`src/rtl/iss_pkg.sv`:
```
`timescale 1ns/10ps
package iss_pkg;
    localparam int NREG    = 8;
    localparam int REG_AW  = $clog2(NREG);
    localparam int DATA_W  = 16;
    localparam int NUM_FU  = 3;
    localparam int FU_W    = $clog2(NUM_FU + 1);
    localparam int MAX_LAT = 6;
    localparam int RSV_W   = MAX_LAT + 1;
    localparam int RSV_IW  = $clog2(RSV_W);

    typedef logic [REG_AW-1:0] reg_idx_t;
    typedef logic [DATA_W-1:0] data_t;
    typedef logic [FU_W-1:0]   fu_sel_t;

    typedef struct packed {
        fu_sel_t  fu;
        reg_idx_t dst;
        reg_idx_t src_a;
        reg_idx_t src_b;
    } instr_t;

    typedef struct packed {
        fu_sel_t  fu;
        reg_idx_t dst;
        data_t    opa;
        data_t    opb;
    } dispatch_t;

    // Fixed pipeline depth of each function unit, in cycles.
    function automatic logic [RSV_IW-1:0] fu_latency(fu_sel_t sel);
        case (sel)
            fu_sel_t'(0): fu_latency = RSV_IW'(1);
            fu_sel_t'(1): fu_latency = RSV_IW'(3);
            default:      fu_latency = RSV_IW'(MAX_LAT);
        endcase
    endfunction
endpackage

```
`src/rtl/iss_port_rsv.sv`:
```
`timescale 1ns/10ps
// Shifting slot vector for the shared write port. Bit i set means a
// writeback lands at the (i+1)-th upcoming clock edge.
module iss_port_rsv #(
    parameter int W  = iss_pkg::RSV_W,
    parameter int IW = $clog2(W)
) (
    input  logic          clk,
    input  logic          rst,
    input  logic [IW-1:0] slot,
    input  logic          claim,
    output logic          slot_busy,
    output logic [W-1:0]  rsv_q
);
    logic [W-1:0] claim_vec;

    always_comb begin
        claim_vec = '0;
        if (claim) claim_vec = W'(1) << slot;
    end

    assign slot_busy = rsv_q[slot];

    always_ff @(posedge clk) begin
        if (rst) rsv_q <= '0;
        else     rsv_q <= (rsv_q | claim_vec) >> 1;
    end
endmodule

```
`src/rtl/iss_reg_busy.sv`:
```
`timescale 1ns/10ps
// One pending-write bit per architectural register.
module iss_reg_busy #(
    parameter int N  = iss_pkg::NREG,
    parameter int AW = $clog2(N)
) (
    input  logic          clk,
    input  logic          rst,
    input  logic          set_en,
    input  logic [AW-1:0] set_idx,
    input  logic          clr_en,
    input  logic [AW-1:0] clr_idx,
    output logic [N-1:0]  busy_q
);
    for (genvar i = 0; i < N; i++) begin : g_bit
        always_ff @(posedge clk) begin
            if (rst)                                   busy_q[i] <= 1'b0;
            else if (set_en && set_idx == AW'(i))      busy_q[i] <= 1'b1;
            else if (clr_en && clr_idx == AW'(i))      busy_q[i] <= 1'b0;
        end
    end
endmodule

```
`src/rtl/iss_regfile.sv`:
```
`timescale 1ns/10ps
// Register file: one write port (writeback), two read ports (issue).
module iss_regfile #(
    parameter int N  = iss_pkg::NREG,
    parameter int AW = $clog2(N),
    parameter int DW = iss_pkg::DATA_W
) (
    input  logic          clk,
    input  logic          rst,
    input  logic          we,
    input  logic [AW-1:0] waddr,
    input  logic [DW-1:0] wdata,
    input  logic [AW-1:0] raddr_a,
    input  logic [AW-1:0] raddr_b,
    output logic [DW-1:0] rdata_a,
    output logic [DW-1:0] rdata_b
);
    logic [DW-1:0] regs_q [N];

    for (genvar i = 0; i < N; i++) begin : g_reg
        always_ff @(posedge clk) begin
            if (rst)                          regs_q[i] <= '0;
            else if (we && waddr == AW'(i))   regs_q[i] <= wdata;
        end
    end

    assign rdata_a = regs_q[raddr_a];
    assign rdata_b = regs_q[raddr_b];
endmodule

```
`src/rtl/inorder_issue_ctrl.sv`:
```
`timescale 1ns/10ps
module inorder_issue_ctrl
    import iss_pkg::*;
(
    input  logic              clk,
    input  logic              rst,
    input  logic              in_valid,
    output logic              in_ready,
    input  logic [FU_W-1:0]   in_fu,
    input  logic [REG_AW-1:0] in_dst,
    input  logic [REG_AW-1:0] in_src_a,
    input  logic [REG_AW-1:0] in_src_b,
    output logic              issue_valid,
    output logic [FU_W-1:0]   issue_fu,
    output logic [REG_AW-1:0] issue_dst,
    output logic [DATA_W-1:0] issue_opa,
    output logic [DATA_W-1:0] issue_opb,
    input  logic              wb_valid,
    input  logic [REG_AW-1:0] wb_dst,
    input  logic [DATA_W-1:0] wb_data
);
    instr_t            req;
    dispatch_t         disp_q;
    logic [NREG-1:0]   busy_q;
    logic [RSV_W-1:0]  rsv_q;
    logic [RSV_IW-1:0] req_lat;
    logic              port_conflict;
    logic              raw_hazard;
    logic              waw_hazard;
    logic              fire;
    data_t             rd_a;
    data_t             rd_b;

    assign req     = '{fu: in_fu, dst: in_dst, src_a: in_src_a, src_b: in_src_b};
    assign req_lat = fu_latency(req.fu);

    iss_reg_busy #(.N(NREG), .AW(REG_AW)) busy_i (
        .clk     (clk),
        .rst     (rst),
        .set_en  (fire),
        .set_idx (req.dst),
        .clr_en  (wb_valid),
        .clr_idx (wb_dst),
        .busy_q  (busy_q)
    );

    iss_port_rsv #(.W(RSV_W), .IW(RSV_IW)) port_i (
        .clk       (clk),
        .rst       (rst),
        .slot      (req_lat),
        .claim     (fire),
        .slot_busy (port_conflict),
        .rsv_q     (rsv_q)
    );

    iss_regfile #(.N(NREG), .AW(REG_AW), .DW(DATA_W)) rf_i (
        .clk     (clk),
        .rst     (rst),
        .we      (wb_valid),
        .waddr   (wb_dst),
        .wdata   (wb_data),
        .raddr_a (req.src_a),
        .raddr_b (req.src_b),
        .rdata_a (rd_a),
        .rdata_b (rd_b)
    );

    // WAR needs no term: operands are read here, in order, at issue.
    assign raw_hazard = busy_q[req.src_a] | busy_q[req.src_b];
    assign waw_hazard = busy_q[req.dst];
    assign in_ready   = !(raw_hazard || waw_hazard || port_conflict);
    assign fire       = in_valid && in_ready;

    always_ff @(posedge clk) begin
        if (rst) begin
            issue_valid <= 1'b0;
            disp_q      <= '0;
        end else begin
            issue_valid <= fire;
            if (fire) disp_q <= '{fu: req.fu, dst: req.dst, opa: rd_a, opb: rd_b};
        end
    end

    assign issue_fu  = disp_q.fu;
    assign issue_dst = disp_q.dst;
    assign issue_opa = disp_q.opa;
    assign issue_opb = disp_q.opb;
endmodule

```
`config.mk`:
```
export PLATFORM = sky130hd
export DESIGN_NAME = inorder_issue_ctrl
export DESIGN_NICKNAME = d
export VERILOG_FILES = /design/src/rtl/iss_pkg.sv /design/src/rtl/iss_port_rsv.sv /design/src/rtl/iss_reg_busy.sv /design/src/rtl/iss_regfile.sv /design/src/rtl/inorder_issue_ctrl.sv
export SDC_FILE = /design/constraint.sdc
export NUM_CORES = 1
export LEC_CHECK = 0
export BUFFER_PORTS_ARGS = -buffer_cell sky130_fd_sc_hd__buf_2
export CAP_MARGIN = 25
export CORE_UTILIZATION = 60
export DETAILED_ROUTE_END_ITERATION = 6
export PLACE_DENSITY = 0.8
export SYNTH_ARGS = -nofsm -noshare
export SYNTH_HDL_FRONTEND = slang
export SYNTH_SLANG_ARGS = --single-unit
```
`constraint.sdc`:
```
create_clock -name clk -period 3.3 [get_ports clk]
set_input_delay 0.66 -clock clk [delete_from_list [all_inputs] [get_ports clk]]
set_output_delay 0.66 -clock clk [all_outputs]
set_load 0.01 [all_outputs]
```
* Word-level counts from Yosys, hierarchy flattened
Memories as Yosys holds them, arrays and structs flattened. A register that Yosys moved wholly into a read port is not among the register bits.
Index checks and enable logic that the tools add are counted.
** Word-level totals
- Register bits :: 21
- Bits in writable memories :: 128
- Input bits :: 34
- Output and inout port bits :: 39
- Logic and storage cells :: 135
- Memories :: 1
** Memory list
- rf_i.regs_q :: words 8, bits a word 16, read ports 2, clocked after Yosys merged registers in 2, write ports 8, RTL line iss_regfile.sv:18 : logic [DW-1:0] regs_q [N];
** Cells by class
- $lt $le $gt $ge :: 4
- Equal/unequal tests :: 15
- Shift operators :: 1
- Multiplexer cells :: 60
- Bitwise gates (word level) :: 10
- Reductions and logical operators :: 31
** Operator list (number)
- $mux W16 :: 8
- $mux W1 :: 46
- $eq A3 B3 Y1 const B :: 8
- $logic_and A1 B1 Y1 :: 17
- $lt A3 B4 Y1 const B :: 4
- $reduce_bool A2 Y1 :: 8
- $bmux W1 S3 :: 4
- $eq A3 B2 Y1 const B :: 4
- $or A1 B1 Y1 :: 9
- $mux W7 :: 1
- $or A7 B7 Y7 :: 1
- $shl A1 B3 Y7 const A :: 1
- $eq A3 B1 Y1 const B :: 2
- $logic_not A3 Y1 :: 2
- $pmux W3 S2 :: 1
- $eq A2 B1 Y1 const B :: 1
- $logic_not A2 Y1 :: 1
- $logic_or A1 B1 Y1 :: 2
- $logic_not A1 Y1 :: 1

* Logic depth before layout (Yosys ltp)
Gate-level depths: netlist of the first run.
- Depth after elaboration :: 9
- Gate-level depth with buffers :: 7
- Gate-level depth less buffers :: 5

* By module
From an unflattened synthesis of the first run, not the netlist that was laid out.
** Second synthesis, totals
- Cell total of the unflattened synthesis :: 706
- Area, all modules :: 9663.0 um^2
** Modules (own cells, without submodules)
- iss_regfile :: instances 1, cells an instance 431, area an instance 6912.9 um^2, sequential area each 3843.7 um^2
- inorder_issue_ctrl :: instances 1, cells an instance 203, area an instance 2030.7 um^2, sequential area each 760.7 um^2
- iss_reg_busy :: instances 1, cells an instance 41, area an instance 417.9 um^2, sequential area each 160.2 um^2
- iss_port_rsv :: instances 1, cells an instance 31, area an instance 301.5 um^2, sequential area each 120.1 um^2

* Least setup slack after synthesis of the first run
OpenSTA, ideal clock, no wires.
- Kind :: input-to-output
- Start :: input in_src_b[0]
- End :: output in_ready
- Data arrival time :: 2.196 ns
- Required time :: 2.640 ns
- Slack :: 0.444 ns
- Cell stages on the path :: 4
- Path buffers :: 1
- Cells stage by stage :: clkbuf_1 mux4_2 o21ai_1 nor4_1
** Between the ends
- Cells in the longest elaborated chain, start to end :: 6
** RTL lines
- from (decl) :: RTL line inorder_issue_ctrl.sv:12 : input logic [REG_AW-1:0] in_src_b,
- $bmux W1 S3 :: RTL line inorder_issue_ctrl.sv:69 : assign raw_hazard = busy_q[req.src_a] | busy_q[req.src_b];
- $mux W1 (implied by the code) :: RTL line inorder_issue_ctrl.sv:69
- $or A1 B1 Y1 :: RTL line inorder_issue_ctrl.sv:69
- $logic_or A1 B1 Y1 (2 in series) :: RTL line inorder_issue_ctrl.sv:71 : assign in_ready = !(raw_hazard || waw_hazard || port_conflict);
- $logic_not A1 Y1 :: RTL line inorder_issue_ctrl.sv:71
- to (decl) :: RTL line inorder_issue_ctrl.sv:8 : output logic in_ready,
No other way between the ends. The select of a mux whose other input is x is not followed.

* Worst setup path after layout of the first run
- Start :: input in_dst[0]
- End :: output in_ready
** Between the ends
- Cells in the longest elaborated chain, start to end :: 5
** RTL lines
- from (decl) :: RTL line inorder_issue_ctrl.sv:10 : input logic [REG_AW-1:0] in_dst,
- $bmux W1 S3 :: RTL line inorder_issue_ctrl.sv:70 : assign waw_hazard = busy_q[req.dst];
- $mux W1 (implied by the code) :: RTL line inorder_issue_ctrl.sv:70
- $logic_or A1 B1 Y1 (2 in series) :: RTL line inorder_issue_ctrl.sv:71
- $logic_not A1 Y1 :: RTL line inorder_issue_ctrl.sv:71
No other way between the ends. The select of a mux whose other input is x is not followed.

==> results.py, run 1 <==
metrics = {
    "power": {
        "peakVddDrop_mv": 0.387,
        "p_leak_nw": 3.77,
        "powerDensity_nw_per_um2": 530,
    },
    "logic_synthesis": {
        "synth-edff-count": 128,
        "synth_top_area_frac": 0.432,
        "yosysTopAreaCell": "edfxtp_1",
        "yosysUniqueCellTypes": 40,
        "synthTopCellsByArea": "edfxtp_1 (43%), mux4_2 (17%), dfxtp_1 (11%)",
        "ys_seq_area_frac": 0.547,
        "synthFlopType": "edfxtp_1",
        "syn_nets": 642,
        "syn_inst": 608,
        "ys_warn_count": 0,
        "netlist_area_sq_um": 8890,
        "synth_common_cells": "and2_1 (128), edfxtp_1 (128), mux4_2 (68)",
        "avgSynthCellArea_sq_um": 14.6,
        "ys_seq_elements": 179,
        "ys_async_sr_fraction": 0,
    },
    "placed_design": {
        "dp_cells": 852,
        "port_buffers": 72,
        "gp_congestion": 0.972,
        "dpl.hpwl_mm": 14.2,
        "pre_cts_ws_ps": 329,
        "dpl_cell_area_sq_um": 9510,
    },
    "setup_path": {
        "cp.arrival_ps": 2110,
        "cp-start-kind": "input pin",
        "cp_max_fo": 7,
        "path_class": "input pin to output pin",
        "required_ps": 2640,
        "critPathSlowestCell": "mux4_2",
        "path_delay_family": "multiplexers",
        "critPathBufInv": 2,
        "crit_chain": "buf_2 > mux4_2 > mux2_4 > nor4_1 > buf_2",
        "slowest_delay_ps": 510,
        "crit_cells": 5,
        "r2r_end": "issue_opa[15]",
        "setup.worst_path.end_class": "output pin",
        "reg2reg_slack_ps": 850,
        "rr_worst_depth": 6,
        "rr_startpoint": "busy_i.busy_q[6]",
        "critPathMostFrequentCell": "buf_2",
    },
    "cells_and_area": {
        "n_antenna_cell": 0,
        "nets": 721,
        "syn2layout_area_growth_pct": 13.3,
        "stdcell_count": 884,
        "final_layout_size_suffix_gt1_frac": 0.353,
        "post-route-util": 0.696,
        "nFillCells": 946,
        "stdcell_area_sq_um": 10100,
    },
    "global_route": {
        "grt_max_degree": 48,
        "overflow": 0,
        "antenna_found_initial": 0,
        "grt_pass1_wl_mm": 31.6,
        "grt_pass1_vias": 5681,
        "grtUsageTotal": 0.296,
    },
    "clocking": {
        "numCtsBuffers": 17,
        "worstSkewPairLatency_ps": 420,
        "htreeDepth": 4,
        "cts_hold_buf": 0,
        "clockBufferDepth": 2,
        "postCtsSetupBuffers": 0,
        "cts_resized": 0,
        "cts-root-buf": "clkbuf_16",
        "clk_pin_slew_ps": 60,
        "clock_sinks": 179,
        "cts_tree": "yes",
    },
    "timing": {
        "fmax_ghz": 0.361,
        "rsz0062_at_grt": "false",
        "relSlewSlack": 0.514,
        "setup_viol": 0,
        "setup-tns-final_ps": 0,
        "slew_viol_final": 0,
        "hold_viol_final": 0,
        "fin_ws_ps": 527,
        "finClkSkew_ps": 8.52,
        "finalCriticalPeriod_ps": 2770,
        "period_share": 0.840,
        "worst_slew_pin_slew_ps": 728,
    },
    "worst_hold_path": {
        "worst_hold_path_type": "flop to flop",
        "worstHoldStart": "port_i.rsv_q[4]",
        "worstHoldEndpoint": "port_i.rsv_q[3]",
        "holdPathStages": 1,
    },
    "floorplan": {
        "start_util": 0.614,
        "fp.dieH_um": 124,
        "die_area_sq_um": 15300,
        "fp-row-count": 44,
        "io_pins": 73,
        "die_x_um": 124,
        "design.core.area_sq_um": 14500,
    },
    "detailed_routing": {
        "ant_nets": 0,
        "wl_per_cell_um": 24.6,
        "vias": 5722,
        "drt_iter0_markers": 561,
        "vias_per_cell": 6.47,
        "routed_wl_mm": 21.8,
        "firstDrtPassIters": 5,
        "drcViolationCount": 0,
    },
    "outcome": {
        "status": "finished, final reports clean",
    },
    "flow_run": {
        "cap_viol_max_count": 0,
    },
}
cell families after synthesis:
logic type	after synthesis	synth area share
muxes	108	0.218
and+or+nand+nor	169	0.118
buffers and inverters	58	0.0326
AOI/OAI and AO/OA	94	0.0845
DFF	179	0.547
sequential cells by signal (all words and copies together) (netlist names):
name and count:
busy_i.busy_q 8, issue_dst 3, issue_fu 2, issue_opa 16
issue_opb 16, issue_valid 1, port_i.rsv_q 5, rf_i.regs_q 128
worst register-to-register path, stage by stage (launching register included):
cell      delay (ps)
dfxtp_1          350
mux4_2           470
mux2_4           300
or4b_4           620
nor2_8           110
buf_4            320
a211oi_2         130
worst max-delay path by stage:
stage	end	start
after floorplan	in_ready	in_src_b[0]
after global placement	issue_opb[2]	in_dst[0]
after detailed placement	issue_opb[8]	in_dst[0]
after CTS	in_ready	in_dst[0]
after global routing	in_ready	in_dst[0]
final	in_ready	in_dst[0]
through the flow:
stage / power [mW] / hold slack (ps)
after detailed placement: 3.47 / 424
after global placement: 3.43 / 418
final: 5.34 / 439
after floorplan: 3.21 / 414
after CTS: 5.35 / 440
after global routing: 5.51 / 457
per-layer routing:
layer	GRT usage	wire, um	vias up
met3	0.0614	1830	53
met2	0.507	11100	304
li1	-	-	2494
met1	0.361	8190	2871
met5	0	0	-
met4	0.139	660	0
final cells by class:
class | instances | area (sq um) | share of cell area
clock inverter | 7 | 45.0 | 0.00447
multi-input combinational | 371 | 3750 | 0.372
timing repair buffer | 108 | 631 | 0.0626
clock buffer | 25 | 518 | 0.0514
sequential | 179 | 4860 | 0.483
tap | 184 | 230 | 0.0228
inverter | 10 | 37.5 | 0.00372
where the power goes:
| group | internal [mW] | switching, mW | leakage, nW |
|---|---|---|---|
| registers | 2.58 | 0.0963 | 1.66 |
| logic | 0.339 | 0.418 | 1.83 |
| clock network | 1.09 | 0.813 | 0.288 |
| total | 4.01 | 1.33 | 3.77 |
cell usage in the layout (no fill, tap or decap), drive strengths merged, types with 6 or more instances in the layout:
cell / instances
mux4: 68
a211oi: 32
inv: 15
buf: 108
nor2: 12
mux2i: 39
edfxtp: 128
a21oi: 37
clkbuf: 25
o21ai: 6
nand2: 6
and2: 128
dfxtp: 51
Note: power is estimated with default switching activity, not from simulation.
==> run 2: changes to the inputs <==
--- a/config.mk
+++ b/config.mk
@@ -7,9 +7,9 @@
 export LEC_CHECK = 0
 export BUFFER_PORTS_ARGS = -buffer_cell sky130_fd_sc_hd__buf_2
 export CAP_MARGIN = 25
-export CORE_UTILIZATION = 60
+export CORE_UTILIZATION = 54
 export DETAILED_ROUTE_END_ITERATION = 6
-export PLACE_DENSITY = 0.8
+export PLACE_DENSITY = 0.76
 export SYNTH_ARGS = -nofsm -noshare
 export SYNTH_HDL_FRONTEND = slang
 export SYNTH_SLANG_ARGS = --single-unit
==> constraint.sdc (replaced) <==
create_clock -name clk -period 2.4 [get_ports clk]
set_input_delay 0.48 -clock clk [delete_from_list [all_inputs] [get_ports clk]]
set_output_delay 0.48 -clock clk [all_outputs]
set_load 0.01 [all_outputs]
==> run 2 against run 1 <==
First-iteration DRC count fell by 12%. Sequential power rose by 37%. Global-route usage fell by 1.8 points. Via count rose by 0.51%. Non-clock buffer count rose by 17. Setup slack got worse by 500 ps. Die area rose by 11%. Core utilization fell by 4.5 points. Register-to-register slack got worse by 810 ps. Hold slack got worse by 120 ps. Sequential cell count did not move. Clock power rose by 53%. Critical endpoint unchanged.
==> results.py, run 2 (same netlist as run 1, synthesis figures left out) <==
metrics = {
    "outcome": {
        "status": "finished, final reports clean",
    },
    "setup_path": {
        "slowest_delay_ps": 350,
        "cp.arrival_ps": 1900,
        "setup.worst_path.end_class": "output pin",
        "cp-start-kind": "flop",
        "crit_chain": "buf_4 > mux2i_1 > mux4_2 > o21ai_2 > nor4_4 > buf_2",
        "required_ps": 1920,
        "path_class": "flop to output pin",
        "critPathSlowestCell": "dfxtp_4",
        "cp_max_fo": 3,
    },
    "clocking": {
        "htreeDepth": 4,
        "worstSkewPairLatency_ps": 430,
        "cts-root-buf": "clkbuf_16",
        "cts_tree": "yes",
        "numCtsBuffers": 17,
        "clockBufferDepth": 2,
        "clk_pin_slew_ps": 70,
        "clock_sinks": 179,
    },
    "cells_and_area": {
        "largest-register": "rf_i.regs_q",
        "largest_reg_flops": 128,
        "stdcell_area_sq_um": 10400,
        "post-route-util": 0.651,
        "nFillCells": 1164,
        "stdcell_count": 933,
        "syn2layout_area_growth_pct": 17.1,
        "final_layout_size_suffix_gt1_frac": 0.382,
        "final_cell_mix": "and2_1 (128), edfxtp_1 (128), buf_2 (72), mux4_2 (68), dfxtp_1 (47)",
        "nets": 738,
        "n_antenna_cell": 0,
    },
    "worst_hold_path": {
        "worst_hold_path_type": "input pin to flop",
    },
    "timing": {
        "finClkSkew_ps": 6.59,
        "hold_viol_final": 0,
        "rsz0062_at_grt": "true",
        "relSlewSlack": 0.556,
        "worst_slew_pin_slew_ps": 667,
        "fmax_ghz": 0.421,
        "setup_viol": 0,
        "slew_viol_final": 0,
        "period_share": 0.990,
        "finalCriticalPeriod_ps": 2380,
    },
    "global_route": {
        "overflow": 0,
        "grt_pass1_wl_mm": 33.3,
        "grtUsageTotal": 0.278,
        "grt_pass1_vias": 5809,
        "antenna_found_initial": 0,
        "grt_max_degree": 39,
    },
    "detailed_routing": {
        "drcViolationCount": 0,
        "firstDrtPassIters": 5,
        "vias_per_cell": 6.16,
        "wl_per_cell_um": 24.0,
        "routed_wl_mm": 22.4,
        "drt_iter0_markers": 493,
        "ant_nets": 0,
        "vias": 5751,
    },
    "floorplan": {
        "fp.dieH_um": 130,
        "die_x_um": 130,
        "io_pins": 73,
        "design.core.area_sq_um": 16000,
        "die_area_sq_um": 17000,
        "fp-row-count": 46,
        "start_util": 0.556,
    },
    "placed_design": {
        "port_buffers": 72,
        "dpl_cell_area_sq_um": 9700,
        "dp_cells": 896,
        "gp_congestion": 0.813,
        "dpl.hpwl_mm": 13.7,
    },
    "power": {
        "powerDensity_nw_per_um2": 743,
        "p_leak_nw": 3.90,
        "peakVddDrop_mv": 0.470,
    },
    "flow_run": {
        "cap_viol_max_count": 0,
    },
}
==> run 2: cell count changes in the layout (fill, tap and decap cells not counted), moves of 3 or more <==
cell,previous run,this run
inv_4,3,0
dfxtp_1,51,47
dfxtp_2,0,3
bufinv_16,0,4
buf_12,0,4
clkbuf_8,4,0
buf_4,36,46
clkinv_2,1,4
==> run 2: where the power goes <==
group | switching, mW | internal, mW | total (mW) | leakage, nW
clock | 1.19 | 1.74 | 2.92 | 0.297
sequential | 0.126 | 3.54 | 3.67 | 1.66
combinational | 0.607 | 0.540 | 1.15 | 1.94
==> run 2: repair_timing <==
action,in CTS,in global routing
pin swaps,1,1
setup buffers,3,1
hold buffers,0,0
gates resized for setup,7,5
endpoints found under the setup margin,1,25
cloned,0,1
==> run 2: cell type report <==
type	count	area (sq um)	area share
Timing Repair Buffer	125	833	0.0800
Clock buffer	18	429	0.0412
Sequential cell	179	4870	0.468
Inverter	10	37.5	0.00360
Multi-Input combinational cell	371	3790	0.364
Tap cell	216	270	0.0259
Clock inverter	14	185	0.0178
==> run 2: worst max-delay path, delay by kind of cell (launching register included) <==
kind | cells | cell delay, ps
buffers and inverters | 2 | 320
muxes | 2 | 410
and+or+nand+nor | 1 | 280
DFF | 1 | 350
AOI/OAI and AO/OA | 1 | 90
==> run 2: path summary, 6_finish.rpt <==
path	depth (start not counted)	slack [ps]	end	startpoint
max	6	20	in_ready	busy_i.busy_q[6]
min	3	320	port_i.rsv_q[5]	in_fu[1]
max reg2reg	7	40	issue_opa[11]	busy_i.busy_q[6]
min reg2reg	1	440	port_i.rsv_q[3]	port_i.rsv_q[4]
==> run 2: routing by layer <==
layer | routed length, um | track usage
met1 | 8890 | 0.354
met3 | 1710 | 0.0709
met4 | 504 | 0.100
met5 | 0 | 0
met2 | 11300 | 0.464
==> run 2: stage by stage <==
stage | power, mW | hold slack (ps) | setup WS, ps | TNS (ps)
floorplan | 4.42 | 414 | -42.4 | -1240
finish | 7.74 | 324 | 24.7 | 0
global route | 7.98 | 325 | -84.3 | -87.7
global placement | 4.78 | 421 | -125 | -3770
detailed placement | 4.84 | 439 | -168 | -5460
CTS | 7.71 | 312 | 32.4 | 0
